--- config.mk ---
export PLATFORM = sky130hd
export DESIGN_NAME = irq_chain_ctrl
export DESIGN_NICKNAME = d
export VERILOG_FILES = /design/src/rtl/irq_pkg.sv /design/src/rtl/irq_level_arb.sv /design/src/rtl/irq_slot_chain.sv /design/src/rtl/irq_vec_seq.sv /design/src/rtl/irq_chain_ctrl.sv
export SDC_FILE = /design/constraint.sdc
export NUM_CORES = 1
export LEC_CHECK = 0
export ABC_AREA = 1
export BUFFER_PORTS_ARGS = -buffer_cell sky130_fd_sc_hd__buf_2
export CORE_MARGIN = 10
export CORE_UTILIZATION = 30
export CTS_CLUSTER_SIZE = 28
export DETAILED_ROUTE_END_ITERATION = 16
export PLACE_DENSITY = 0.63
export SLEW_MARGIN = 20
export SYNTH_ARGS = -nofsm -noshare
export SYNTH_HDL_FRONTEND = slang
export SYNTH_SLANG_ARGS = --single-unit
--- constraint.sdc ---
create_clock -name clk -period 2.5 [get_ports clk]
set_input_delay 0 -clock clk [delete_from_list [all_inputs] [get_ports clk]]
set_output_delay 0 -clock clk [all_outputs]
set_load 0.01 [all_outputs]
--- src/rtl/irq_pkg.sv ---
package irq_pkg;

    localparam int NLVL     = 4;
    localparam int LVL_W    = 2;
    localparam int LVL_BASE = 4;
    localparam int PRI_W    = 3;
    localparam int AW       = 16;
    localparam int DW       = 16;

    typedef enum logic [2:0] {
        S_IDLE,
        S_GRANT,
        S_RD_PC,
        S_RD_PSW,
        S_DELIVER,
        S_SPUR
    } seq_state_e;

    typedef struct packed {
        logic             hit;
        logic [LVL_W-1:0] idx;
    } lvl_pick_t;

    typedef struct packed {
        logic [DW-1:0] pc;
        logic [DW-1:0] psw;
    } handler_t;

    // highest request line whose priority beats the current one
    function automatic lvl_pick_t pick_level(input logic [NLVL-1:0] req,
                                             input logic [PRI_W-1:0] pri);
        lvl_pick_t r;
        r = '0;
        for (int j = 0; j < NLVL; j++) begin
            if (req[j] && (PRI_W'(LVL_BASE + j) > pri)) begin
                r.hit = 1'b1;
                r.idx = LVL_W'(j);
            end
        end
        return r;
    endfunction

    function automatic logic [LVL_W-1:0] grant_index(input logic [NLVL-1:0] g);
        logic [LVL_W-1:0] r;
        r = '0;
        for (int j = 0; j < NLVL; j++) begin
            if (g[j]) r = LVL_W'(j);
        end
        return r;
    endfunction

endpackage

--- src/rtl/irq_level_arb.sv ---
module irq_level_arb
    import irq_pkg::*;
(
    input  logic [NLVL-1:0]  req_lines,
    input  logic [PRI_W-1:0] cur_pri,
    output logic             hit,
    output logic [LVL_W-1:0] idx
);
    lvl_pick_t pick;

    always_comb begin
        pick = pick_level(req_lines, cur_pri);
        hit  = pick.hit;
        idx  = pick.idx;
    end

endmodule

--- src/rtl/irq_slot_chain.sv ---
module irq_slot_chain
    import irq_pkg::*;
#(
    parameter int NSLOT = 8,
    parameter int VID_W = 6
) (
    input  logic                   clk,
    input  logic                   rst,
    input  logic [NSLOT-1:0]       raise,
    input  logic [NSLOT-1:0]       clr,
    input  logic [LVL_W*NSLOT-1:0] slot_lvl,
    input  logic [VID_W*NSLOT-1:0] slot_vid,
    input  logic [NLVL-1:0]        stray,
    input  logic [NLVL-1:0]        grant,
    output logic [NLVL-1:0]        req_lines,
    output logic                   ack,
    output logic [VID_W-1:0]       ack_vid
);
    logic [NSLOT-1:0] pend_q;
    logic [NSLOT-1:0] take;

    // pending flags: clear has precedence over raise
    always_ff @(posedge clk) begin
        for (int s = 0; s < NSLOT; s++) begin
            if (rst || clr[s])  pend_q[s] <= 1'b0;
            else if (raise[s])  pend_q[s] <= 1'b1;
        end
    end

    // one serial grant path per level; first pending slot absorbs it
    always_comb begin
        logic pass;
        take = '0;
        for (int lv = 0; lv < NLVL; lv++) begin
            pass = grant[lv];
            for (int s = 0; s < NSLOT; s++) begin
                if (pass && pend_q[s] &&
                    (slot_lvl[LVL_W*s +: LVL_W] == LVL_W'(lv))) begin
                    take[s] = 1'b1;
                    pass    = 1'b0;
                end
            end
        end
    end

    always_comb begin
        ack     = |take;
        ack_vid = '0;
        for (int s = 0; s < NSLOT; s++) begin
            if (take[s]) ack_vid = ack_vid | slot_vid[VID_W*s +: VID_W];
        end
    end

    for (genvar lv = 0; lv < NLVL; lv++) begin : g_line
        logic [NSLOT-1:0] at_lvl;
        for (genvar s = 0; s < NSLOT; s++) begin : g_cmp
            assign at_lvl[s] = pend_q[s] &&
                               (slot_lvl[LVL_W*s +: LVL_W] == LVL_W'(lv));
        end
        assign req_lines[lv] = (|at_lvl) | stray[lv];
    end

    assert_single_taker_R4: assert property (@(posedge clk) disable iff (rst)
        $onehot0(take));

    for (genvar s = 0; s < NSLOT; s++) begin : g_chk
        assert_clear_wins_R10: assert property (@(posedge clk) disable iff (rst)
            clr[s] |=> !pend_q[s]);
        assert_pend_held_R7: assert property (@(posedge clk) disable iff (rst)
            (pend_q[s] && !clr[s]) |=> pend_q[s]);
    end

endmodule

--- src/rtl/irq_vec_seq.sv ---
module irq_vec_seq
    import irq_pkg::*;
#(
    parameter int VID_W = 6,
    parameter int TMO   = 16
) (
    input  logic             clk,
    input  logic             rst,
    input  logic             hit,
    input  logic [LVL_W-1:0] idx,
    input  logic             ack,
    input  logic [VID_W-1:0] ack_vid,
    input  logic             mem_ready,
    input  logic [DW-1:0]    mem_rdata,
    output logic [NLVL-1:0]  grant,
    output logic             mem_rd,
    output logic [AW-1:0]    mem_addr,
    output logic             take,
    output handler_t         words,
    output logic             push_req,
    output logic             spurious
);
    localparam int CNT_W = (TMO > 1) ? $clog2(TMO) : 1;
    localparam int VEC_W = VID_W + 2;

    seq_state_e       state_q;
    logic [LVL_W-1:0] lvl_q;
    logic [CNT_W-1:0] cnt_q;
    logic [VEC_W-1:0] vec_q;
    handler_t         words_q;

    always_ff @(posedge clk) begin
        if (rst) begin
            state_q <= S_IDLE;
            lvl_q   <= '0;
            cnt_q   <= '0;
            vec_q   <= '0;
            words_q <= '0;
        end else begin
            case (state_q)
                S_IDLE: begin
                    cnt_q <= '0;
                    if (hit) begin
                        lvl_q   <= idx;
                        state_q <= S_GRANT;
                    end
                end
                S_GRANT: begin
                    if (ack) begin
                        vec_q   <= {ack_vid, 2'b00};
                        state_q <= S_RD_PC;
                    end else if (cnt_q == CNT_W'(TMO - 1)) begin
                        state_q <= S_SPUR;
                    end else begin
                        cnt_q <= cnt_q + 1'b1;
                    end
                end
                S_RD_PC: begin
                    if (mem_ready) begin
                        words_q.pc <= mem_rdata;
                        state_q    <= S_RD_PSW;
                    end
                end
                S_RD_PSW: begin
                    if (mem_ready) begin
                        words_q.psw <= mem_rdata;
                        state_q     <= S_DELIVER;
                    end
                end
                S_DELIVER: state_q <= S_IDLE;
                S_SPUR:    state_q <= S_IDLE;
                default:   state_q <= S_IDLE;
            endcase
        end
    end

    always_comb begin
        grant    = (state_q == S_GRANT) ? (NLVL'(1) << lvl_q) : '0;
        mem_rd   = (state_q == S_RD_PC) || (state_q == S_RD_PSW);
        mem_addr = AW'(vec_q) | ((state_q == S_RD_PSW) ? AW'(2) : AW'(0));
        take     = (state_q == S_DELIVER);
        words    = words_q;
        push_req = (state_q == S_RD_PC) || (state_q == S_RD_PSW) ||
                   (state_q == S_DELIVER);
        spurious = (state_q == S_SPUR);
    end

    assert_read_hold_R5: assert property (@(posedge clk) disable iff (rst)
        (mem_rd && !mem_ready) |=> (mem_rd && $stable(mem_addr)));
    assert_psw_offset_R5: assert property (@(posedge clk) disable iff (rst)
        (mem_rd && $past(mem_rd) && $past(mem_ready)) |->
            (mem_addr == $past(mem_addr) + AW'(2)));
    assert_spur_quiet_R8: assert property (@(posedge clk) disable iff (rst)
        spurious |-> (!mem_rd && !push_req && !take));
    assert_take_pulse_R6: assert property (@(posedge clk) disable iff (rst)
        take |=> !take);

endmodule

--- src/rtl/irq_chain_ctrl.sv ---
module irq_chain_ctrl
    import irq_pkg::*;
#(
    parameter int NSLOT = 8,
    parameter int VID_W = 6,
    parameter int TMO   = 16
) (
    input  logic                   clk,
    input  logic                   rst,
    input  logic [NSLOT-1:0]       dev_raise,
    input  logic [NSLOT-1:0]       dev_clr,
    input  logic [2*NSLOT-1:0]     dev_level,
    input  logic [VID_W*NSLOT-1:0] dev_vid,
    input  logic [3:0]             stray_req,
    input  logic [2:0]             cur_pri,
    output logic [3:0]             grant_lines,
    output logic                   mem_rd,
    output logic [15:0]            mem_addr,
    input  logic                   mem_ready,
    input  logic [15:0]            mem_rdata,
    output logic                   irq_take,
    output logic [15:0]            new_pc,
    output logic [15:0]            new_psw,
    output logic                   push_req,
    output logic                   spurious
);
    logic [NLVL-1:0]  req_lines;
    logic             ack;
    logic [VID_W-1:0] ack_vid;
    logic             hit;
    logic [LVL_W-1:0] idx;
    handler_t         words;

    irq_slot_chain #(.NSLOT(NSLOT), .VID_W(VID_W)) chain_i (
        .clk       (clk),
        .rst       (rst),
        .raise     (dev_raise),
        .clr       (dev_clr),
        .slot_lvl  (dev_level),
        .slot_vid  (dev_vid),
        .stray     (stray_req),
        .grant     (grant_lines),
        .req_lines (req_lines),
        .ack       (ack),
        .ack_vid   (ack_vid)
    );

    irq_level_arb arb_i (
        .req_lines (req_lines),
        .cur_pri   (cur_pri),
        .hit       (hit),
        .idx       (idx)
    );

    irq_vec_seq #(.VID_W(VID_W), .TMO(TMO)) seq_i (
        .clk       (clk),
        .rst       (rst),
        .hit       (hit),
        .idx       (idx),
        .ack       (ack),
        .ack_vid   (ack_vid),
        .mem_ready (mem_ready),
        .mem_rdata (mem_rdata),
        .grant     (grant_lines),
        .mem_rd    (mem_rd),
        .mem_addr  (mem_addr),
        .take      (irq_take),
        .words     (words),
        .push_req  (push_req),
        .spurious  (spurious)
    );

    assign new_pc  = words.pc;
    assign new_psw = words.psw;

    assert_one_grant_R2: assert property (@(posedge clk) disable iff (rst)
        $onehot0(grant_lines));
    assert_grant_above_pri_R3: assert property (@(posedge clk) disable iff (rst)
        $rose(|grant_lines) |->
            ((PRI_W'(LVL_BASE) + PRI_W'(grant_index(grant_lines))) > $past(cur_pri)));
    assert_push_before_take_R9: assert property (@(posedge clk) disable iff (rst)
        irq_take |-> push_req);

endmodule

## Word-level counts from Yosys, hierarchy flattened

Index checks and enable logic that the tools add are counted.

| storage, ports and cells | value |
|---|---|
| input bits | 106 |
| word-level logic and storage cells | 282 |
| flip-flop bits (word level) | 55 |
| output and inout port bits | 56 |

| operators by class | value |
|---|---|
| mux-type cells | 83 |
| reduce and logical (&&, ||, !) cells | 131 |
| eq/ne operators | 36 |
| shift-type cells | 1 |
| $lt $le $gt $ge | 4 |
| add/subtract/negate cells | 1 |
| bitwise gates (word level) | 12 |

Operators with widths:

| kind | count |
|---|---|
| $logic_and A1 B1 Y1 | 100 |
| $mux W1 | 60 |
| $mux W6 | 8 |
| $or A6 B6 Y6 | 7 |
| $reduce_or A8 Y1 | 5 |
| $eq A2 B2 Y1 const B | 16 |
| $mux W3 | 9 |
| $eq A2 B1 Y1 const B | 8 |
| $logic_not A2 Y1 | 8 |
| $or A8 B16 Y16 | 1 |
| $gt A3 B3 Y1 const A | 4 |
| $mux W4 | 3 |
| $pmux W3 S4 | 1 |
| $logic_or A1 B1 Y1 | 10 |
| $ne A2 B2 Y1 const B | 5 |
| $pmux W4 S2 | 1 |
| $reduce_and A2 Y1 | 4 |
| $eq A3 B2 Y1 const B | 2 |
| $eq A3 B3 Y1 const B | 2 |
| $add A4 B1 Y4 const B | 1 |
| $eq A4 B4 Y1 const B | 1 |
| $or A1 B1 Y1 | 4 |
| $reduce_and A4 Y1 | 1 |
| $shl A1 B2 Y4 const A | 1 |
| 6 further kinds | 6 |

## Logic depth before layout (Yosys ltp)

Gate-level depths: netlist (run 1).

| logic depth | value |
|---|---|
| depth after elaboration | 32 |
| mapped depth | 17 |
| depth with buffers taken out | 16 |

## By module

From an unflattened synthesis (run 1), not the netlist that was laid out.

| unflattened totals | value |
|---|---|
| cell total of the unflattened synthesis | 581 |
| area, all modules | 3524.6 um^2 |

By module, submodules not included:

| module | times used | cells an instance | seq. area each (um^2) | area an instance (um^2) |
|---|---|---|---|---|
| irq_vec_seq | 1 | 260 | 940.9 | 1985.7 |
| irq_slot_chain | 1 | 307 | 160.2 | 1475.2 |
| irq_level_arb | 1 | 14 | 0.0 | 63.8 |

## Worst setup path after synthesis (run 1)

No wires, ideal clock.

| timing | value |
|---|---|
| kind | flip-flop to flip-flop |
| start | register seq_i.state_q[0] |
| end | register seq_i.state_q[0] |
| library setup time | 0.113 ns |
| period minus slack after synthesis | 1.908 ns |
| data required time | 2.387 ns |
| buffers on the path | 1 |
| stages on the path, launching flop included | 16 |
| setup slack | 0.592 ns |
| arrival | 1.795 ns |
| path through | dfxtp_1 nand3_2 nor2_2 nand2_1 nor2_1 nand3_1 nand2_1 nor2_1 nand2_1 nor2_1 and2_4 buf_6 nand2_1 nand2_1 nor2_1 nor2_1 |

| on the way | value |
|---|---|
| cells in the longest elaborated chain, start to end | 32 |
| elaborated cells on any way between the ends | 137 |
| those cells by class | eq/ne (7); mux (63); reduce/logical (67) |

Ends and longest elaborated chain:

| item | RTL line | RTL |
|---|---|---|
| start, declared | irq_vec_seq.sv:26 | `seq_state_e state_q;` |
| start signal, assigned | irq_vec_seq.sv:34 | `state_q <= S_IDLE;` |
| start signal, assigned | irq_vec_seq.sv:45 | `state_q <= S_GRANT;` |
| start signal, assigned | irq_vec_seq.sv:51 | `state_q <= S_RD_PC;` |
| $eq A3 B1 Y1 * | irq_vec_seq.sv:78 | `grant = (state_q == S_GRANT) ? (NLVL'(1) << lvl_q) : '0;` |
| $mux W4 * | irq_vec_seq.sv:78 |  |
| named net grant_lines[0] | irq_chain_ctrl.sv:16 | `output logic [3:0] grant_lines,` |
| $logic_and A1 B1 Y1 (2 in a row) | irq_slot_chain.sv:37 | `if (pass && pend_q[s] &&` |
| $mux W1 | irq_slot_chain.sv:37 |  |
| $logic_and A1 B1 Y1 (2 in a row) | irq_slot_chain.sv:37 |  |
| $mux W1 | irq_slot_chain.sv:37 |  |
| $logic_and A1 B1 Y1 (2 in a row) | irq_slot_chain.sv:37 |  |
| [9 not listed] | n/a |  |
| $mux W1 | irq_slot_chain.sv:37 |  |
| $logic_and A1 B1 Y1 (2 in a row) | irq_slot_chain.sv:37 |  |
| $mux W1 | irq_slot_chain.sv:37 |  |
| $logic_and A1 B1 Y1 (2 in a row) | irq_slot_chain.sv:37 |  |
| $mux W1 (4 in a row) | irq_slot_chain.sv:37 |  |
| $reduce_or A8 Y1 * | irq_slot_chain.sv:47 | `ack = \|take;` |
| $ne A3 B2 Y1 (no source line) or $mux W3 (tied branches) | n/a |  |
| $reduce_and A4 Y1 (no source line) or $pmux W3 S4 (tied branches) | n/a |  |

Mark *: on every way through the listed nets, which the timed path passes. The rest lies on a longest branch.
A chain may end at the register's enable or synchronous reset.

## Final worst setup path (run 1)

| timing | value |
|---|---|
| start | register seq_i.state_q[1] |
| end | register seq_i.state_q[1] |

| on the way | value |
|---|---|
| cells in the longest elaborated chain, start to end | 32 |
| elaborated cells on any way between the ends | 137 |
| those cells by class | eq/ne (7); mux (63); reduce/logical (67) |

Ends and longest elaborated chain:

| item | RTL line |
|---|---|
| $eq A3 B1 Y1 | irq_vec_seq.sv:40, irq_vec_seq.sv:78 |
| $mux W4 | irq_vec_seq.sv:78 |
| $logic_and A1 B1 Y1 (2 in a row) | irq_slot_chain.sv:37 |
| $mux W1 | irq_slot_chain.sv:37 |
| $logic_and A1 B1 Y1 (2 in a row) | irq_slot_chain.sv:37 |
| $mux W1 | irq_slot_chain.sv:37 |
| $logic_and A1 B1 Y1 (2 in a row) | irq_slot_chain.sv:37 |
| $mux W1 | irq_slot_chain.sv:37 |
| [8 not listed] | n/a |
| $mux W1 | irq_slot_chain.sv:37 |
| $logic_and A1 B1 Y1 (2 in a row) | irq_slot_chain.sv:37 |
| $mux W1 | irq_slot_chain.sv:37 |
| $logic_and A1 B1 Y1 (2 in a row) | irq_slot_chain.sv:37 |
| $mux W1 (4 in a row) | irq_slot_chain.sv:37 |
| $reduce_or A8 Y1 | irq_slot_chain.sv:47 |
| $ne A3 B2 Y1 (no source line) or $mux W3 (tied branches) | n/a |
| $reduce_and A4 Y1 (no source line) or $pmux W3 S4 (tied branches) | n/a |

Parallel ways exist; a longest one is shown, timed or not.

==> run metrics, run 1 <==
dpl cell area ~0.0043 mm^2; Tmin final 2210 ps; top-count cell post-synth nand2_1; initial antenna violation count 0; post-synthesis async set-or-reset flop share 0%; TritonCTS Sinks 55; chip width 126 um; filler cell count 1149; Vias 4306; initial core utilization 31.0%; drt drc 0; Max transition margin 55.6%; CP startpoint kind flip-flop; Synth top area share 32.5%; Gate Count Post-Synth 550; worst skew pair latency 300 ps; Finished Cell Area 0.00481 mm^2; pwr/cell area 631 mW/mm^2; Warnings, synthesis 0; number of flops mapped to enable cells by yosys 0; Worst IR Drop VDD between 300 and 400 uV; GRT Residual Overflow 0; Finished Core Util 44.0%; #FFs+latches synth 55; Detail Route Antenna Nets 0; core box area 0.0109 mm^2; Total Power roughly 3 mW; unrepaired setup endpoints after global routing false; CTS Buffer Depth 2; Synth Area per Inst 6.16 um^2; crit share post-route 88.5%; biggest area consumer among synthesized cells dfxtp_1; hpwl dp 10.6 mm; max-slew violations 0; first-pass iteration count of the detailed router 6; Worst Tran Pin Value 665 ps; vias in the first global route about 4.3k; ys flop type dfxtp_1; Nets 842; Ports 162; die area 0.0159 mm^2; Final TNS setup 0 ps; max cap viols 0; CTS Buf Count 5; worst hold slack 63.9 ps; postcts setup bufs 0; clk_skew roughly 8.1 ps; Hold Fails Final Rpt 0; clock slew at reported path FFs 70 ps; final WL 13.2 mm; Initial DRC Count 276; Vias/cell 4.92; Data arrival, critical path 2410 ps; Die Ht roughly 130 um; status finished clean; worst min path class in2reg; worst path required time 2690 ps; Global Route Usage Sum 15.9%; post-synthesis sequential area ratio roughly a third; Yosys cell types 30; Final Setup Violations 0; GPL Wtd Cong between 0.9 and 1; synth-to-layout area growth 42.0%; Cell Area, Synth 0.00339 mm^2; Worst Path Max Fanout 7; routed len/inst between 15 and 20 um; Post-synth top cells nand2_1 (134), nand3_1 (74), inv_1 (64), nor2_1 (64), dfxtp_1 (55); synth top area cells dfxtp_1 (33%), nand2_1 (15%), nand3_1 (11%); CTS tree yes; ANT cells 0; maximum clock rate approximately 0.45 GHz; IO Port Bufs 152; H-tree levels 2; largest net degree at the start of global routing 34; CTS root buffer clkbuf_16; Critical Path Sink Type flip-flop; leakage 2.41 nW; Cell Rows 38; first-pass GRT wire length 21.3 mm; Crit Path Class reg2reg; layout cell share with drive strength beyond 1 25.7%
registers in the layout, indices dropped and copies added, names as in the netlist:
name,flops
seq_i.cnt_q,4
seq_i.lvl_q,2
seq_i.state_q,3
seq_i.vec_q,6
chain_i.pend_q,8
seq_i.words,32
metal layers:
layer  track usage (%)  vias to the layer above  part of all wire (%)  wire length [um]
li1                  -                     2155                     -                 -
met5                 0                        -                     0                 0
met4              6.90                        0                   3.1               412
met1              18.4                     1949                    41              5450
met2              27.9                      175                    49              6450
met3              3.19                       27                   7.0               931
cell usage in the layout, fill, tap and decap left out, drive strengths merged:
| master | n |
|---|---|
| a211oi | 1 |
| a21oi | 36 |
| a22oi | 1 |
| a31oi | 7 |
| a32o | 1 |
| and2 | 1 |
| buf | 156 |
| bufinv | 1 |
| clkbuf | 6 |
| conb | 9 |
| dfxtp | 55 |
| dlygate4sd3 | 38 |
| ha | 1 |
| inv | 68 |
| nand2 | 140 |
| nand3 | 78 |
| nand3b | 2 |
| nand4 | 19 |
| nor2 | 71 |
| nor3 | 23 |
| nor3b | 1 |
| o21ai | 21 |
final cells by class:
class | instances | area, um^2 | area share [%]
clock buffer | 6 | 129 | 2.68
inverter | 67 | 251 | 5.23
multi-input combinational | 412 | 1940 | 40.4
timing repair buffer | 194 | 1170 | 24.4
clock inverter | 2 | 38.8 | 0.807
sequential | 55 | 1100 | 22.9
tap | 140 | 175 | 3.64
metrics by stage:
stage | std cells | worst slack, ps
2_1_floorplan | 558 | 592
3_3_place_gp | 830 | 266
3_5_place_dp | 830 | 224
4_1_cts | 876 | 205
5_1_grt | 876 | 2.08
6_report | 876 | 287
critical path, cell delays in order, from the launching register on:
cell	delay, ps
dfxtp_1	380
inv_2	120
nand3_2	120
nor2_2	170
nand2_1	100
nor2_1	190
nand3_1	140
nand2_1	190
nor2_1	70
nand2_1	60
nor2_1	50
nand4_1	120
nand3_1	150
o21ai_0	180
inv_1	50
power by group:
group,leakage (nW),internal [mW],switching (mW)
registers,0.447,0.977,0.0945
clock network,0.0815,0.478,0.340
logic,1.88,0.413,0.729
total,2.41,1.87,1.16
what timing repair did:
item                       4_1_cts  5_1_grt
hold endpoints to repair        44        0
resized for setup                0        3
hold buffers                    38        0
setup endpoints to repair        0        4
kinds of logic after synthesis:
family / share of synthesized area, %
simple gates: 45.2
fa+ha+maj: 0.369
compound gates: 10.5
flops: 32.5
other cells: 0.111
buf+inv: 11.3
worst paths after layout:
check,end,cells after the start,start,slack (ps)
min,seq_i.vec_q[5],5,dev_vid[39],60
min reg2reg,seq_i.words[0],2,seq_i.words[0],460
max reg2reg,seq_i.state_q[1],14,seq_i.state_q[1],290
max,seq_i.state_q[1],14,seq_i.state_q[1],290
(Power assumes the default switching activity.)
==> run 2, diff against run 1 <==
Settings changed: PLACE_DENSITY 0.63 to unset, PLACE_DENSITY_LB_ADDON set to 0.05.
==> run 2 against run 1 <==
  * Critical path depth increased by 1
  * Sequential power about the same
  * Sequential share of layout area shrank 0.051 points
  * Clock skew rose by 4.4 ps
  * Via count up 0.12%
  * Die area stayed put
  * Global-route usage decreased by 0.27 points
  * Clock power is 9.7% lower
  * Worst hold slack lost 58 ps
  * Design area up 0.34%
  * Largest cell class unchanged
  * Largest power group unchanged
  * Highest routed layer unchanged
==> run metrics, run 2 (synthesized netlist as in run 1, its figures left out) <==
CTS Buf Count 5 (unchanged); vias in the first global route 4034 (-6.6%); Nets 845 (+0.36%); leakage 2.42 nW (+0.30%); Data arrival, critical path 2390 ps (-20 ps); Global Route Usage Sum 15.7% (-0.27 points); pwr/cell area 620 mW/mm^2 (-1.6%); status finished clean; max-slew violations 0 (unchanged); initial antenna violation count 0 (unchanged); ANT cells 0 (unchanged); Vias/cell 4.90 (-0.23%); setup slack after layout 344 ps (+57.0 ps); first-pass iteration count of the detailed router 5 (-1); worst path required time 2730 ps (+40 ps); GRT Residual Overflow 0 (unchanged); commonest non-fill, non-tap cell in the layout buf_2; CTS Buffer Depth 2 (unchanged); maximum clock rate 0.464 GHz (+2.6%); first-pass GRT wire length 20.8 mm (-2.0%); hpwl dp 10.6 mm (+0.30%); layout cell share with drive strength beyond 1 26.7% (+0.98 points); die area 0.0159 mm^2 (unchanged); final WL 13.4 mm (+1.2%); chip width 126 um (unchanged); critical path startpoint chain_i.pend_q[0]; Initial DRC Count 310 (+12%); Ports 162 (unchanged); crit share post-route 86.2% (-2.3 points); Max stage delay cell, worst path dfxtp_2; worst r2r src chain_i.pend_q[0]; Worst Path Max Fanout 7 (unchanged); Critical Path Sink Type flip-flop; Worst IR Drop VDD 353 uV (-5.4%); filler cell count 1224 (+6.5%); CP startpoint kind flip-flop; crit-path max cell delay 370 ps (about the same); Final TNS setup 0 ps (unchanged); max cap viols 0 (unchanged); clk_skew 12.4 ps (+4.37 ps); most frequent cells in the layout buf_2 (152), nand2_1 (132), nand3_1 (74); worst skew pair latency 300 ps (about the same); IO Port Bufs 152 (unchanged); Vias 4311 (+0.12%); routed len/inst 15.2 um (+0.82%); drt drc 0 (unchanged); worst min path class in2reg; largest net degree at the start of global routing 33 (-2.9%); Crit Path Class reg2reg; synth-to-layout area growth 42.5%; Most common cell on crit path nor2_1; CTS root buffer clkbuf_16; worst hold slack 5.44 ps (-58.5 ps); CP cell instances inv_1 > nor3_4 > inv_1 > nand2_1 > nor2_1 > nand3_1 > nand2_2 > nor2_1 > nand2_1 > nor2_1 > and2_4 > nand2_4 > o21ai_1 > nand2_1 > nor2_1; core box area 0.0109 mm^2 (unchanged); CTS tree yes; Die Ht 126 um (unchanged); Final Setup Violations 0 (unchanged); HP Start dev_vid[44]; H-tree levels 2 (unchanged); TritonCTS Sinks 55 (unchanged); GPL Wtd Cong 0.926 (-1.6%); Setup WS pre-CTS 279 ps (+55.8 ps); Hold Fails Final Rpt 0 (unchanged); unrepaired setup endpoints after global routing false; Tmin final 2160 ps (-57.0 ps); number of flip-flops under the largest register name 32 (unchanged); initial core utilization 31.0% (unchanged); Worst Tran Pin Value 654 ps (-11.6 ps); clock slew at reported path FFs 80 ps (about the same); Cell Rows 38 (unchanged); Max transition margin 56.4% (+0.77 points); Detail Route Antenna Nets 0 (unchanged)
run 2: layout make-up:
cell class | count | area, um^2 | area share, %
timing repair buffer | 196 | 1180 | 24.5
sequential | 55 | 1100 | 22.9
clock buffer | 5 | 125 | 2.59
clock inverter | 3 | 23.8 | 0.493
inverter | 67 | 251 | 5.21
multi-input combinational | 413 | 1960 | 40.7
tap | 140 | 175 | 3.63
run 2: layer usage:
layer / track usage [%] / wire, um
met1: 20.6 / 6360
met5: 0 / 0
met3: 3.69 / 895
met4: 3.48 / 138
met2: 25.4 / 6010
run 2: what timing repair did:
item / CTS / global route
gates resized for setup: 0 / 7
hold buffers: 37 / 0
endpoints found under the setup margin: 0 / 8
setup buffers: 0 / 1
hold endpoints to repair: 44 / 0
run 2: final timing paths:
path | slack, ps | cells after the start | endpoint
hold reg to reg | 460 | 2 | seq_i.words[28]
hold / removal | 5 | 3 | seq_i.vec_q[4]
setup reg to reg | 340 | 15 | seq_i.cnt_q[2]
setup / recovery | 340 | 15 | seq_i.cnt_q[2]
run 2: stage by stage:
stage	power, mW	cell area, um^2	instances	utilization (%)
floorplan	1.79	3420	558	-
global placement	2.20	4270	832	39.0
detailed placement	2.21	4270	832	39.0
CTS	3.00	4780	877	43.8
global route	3.21	4820	879	44.1
finish	2.99	4820	879	44.1
run 2: critical path, delay by kind of cell, from the launching register on:
kind                   cells  cell delay [ps]
buffers and inverters      2              130
AND/OR/NAND/NOR           12             1480
AO/OA/AOI/OAI              1              120
flip-flops                 1              370
run 2: where the power goes:
part,internal [mW],total [mW],leakage [nW],switching (mW)
registers,0.977,1.07,0.447,0.0955
clock network,0.378,0.739,0.0717,0.361
logic,0.436,1.18,1.90,0.745
total,1.79,2.99,2.42,1.20
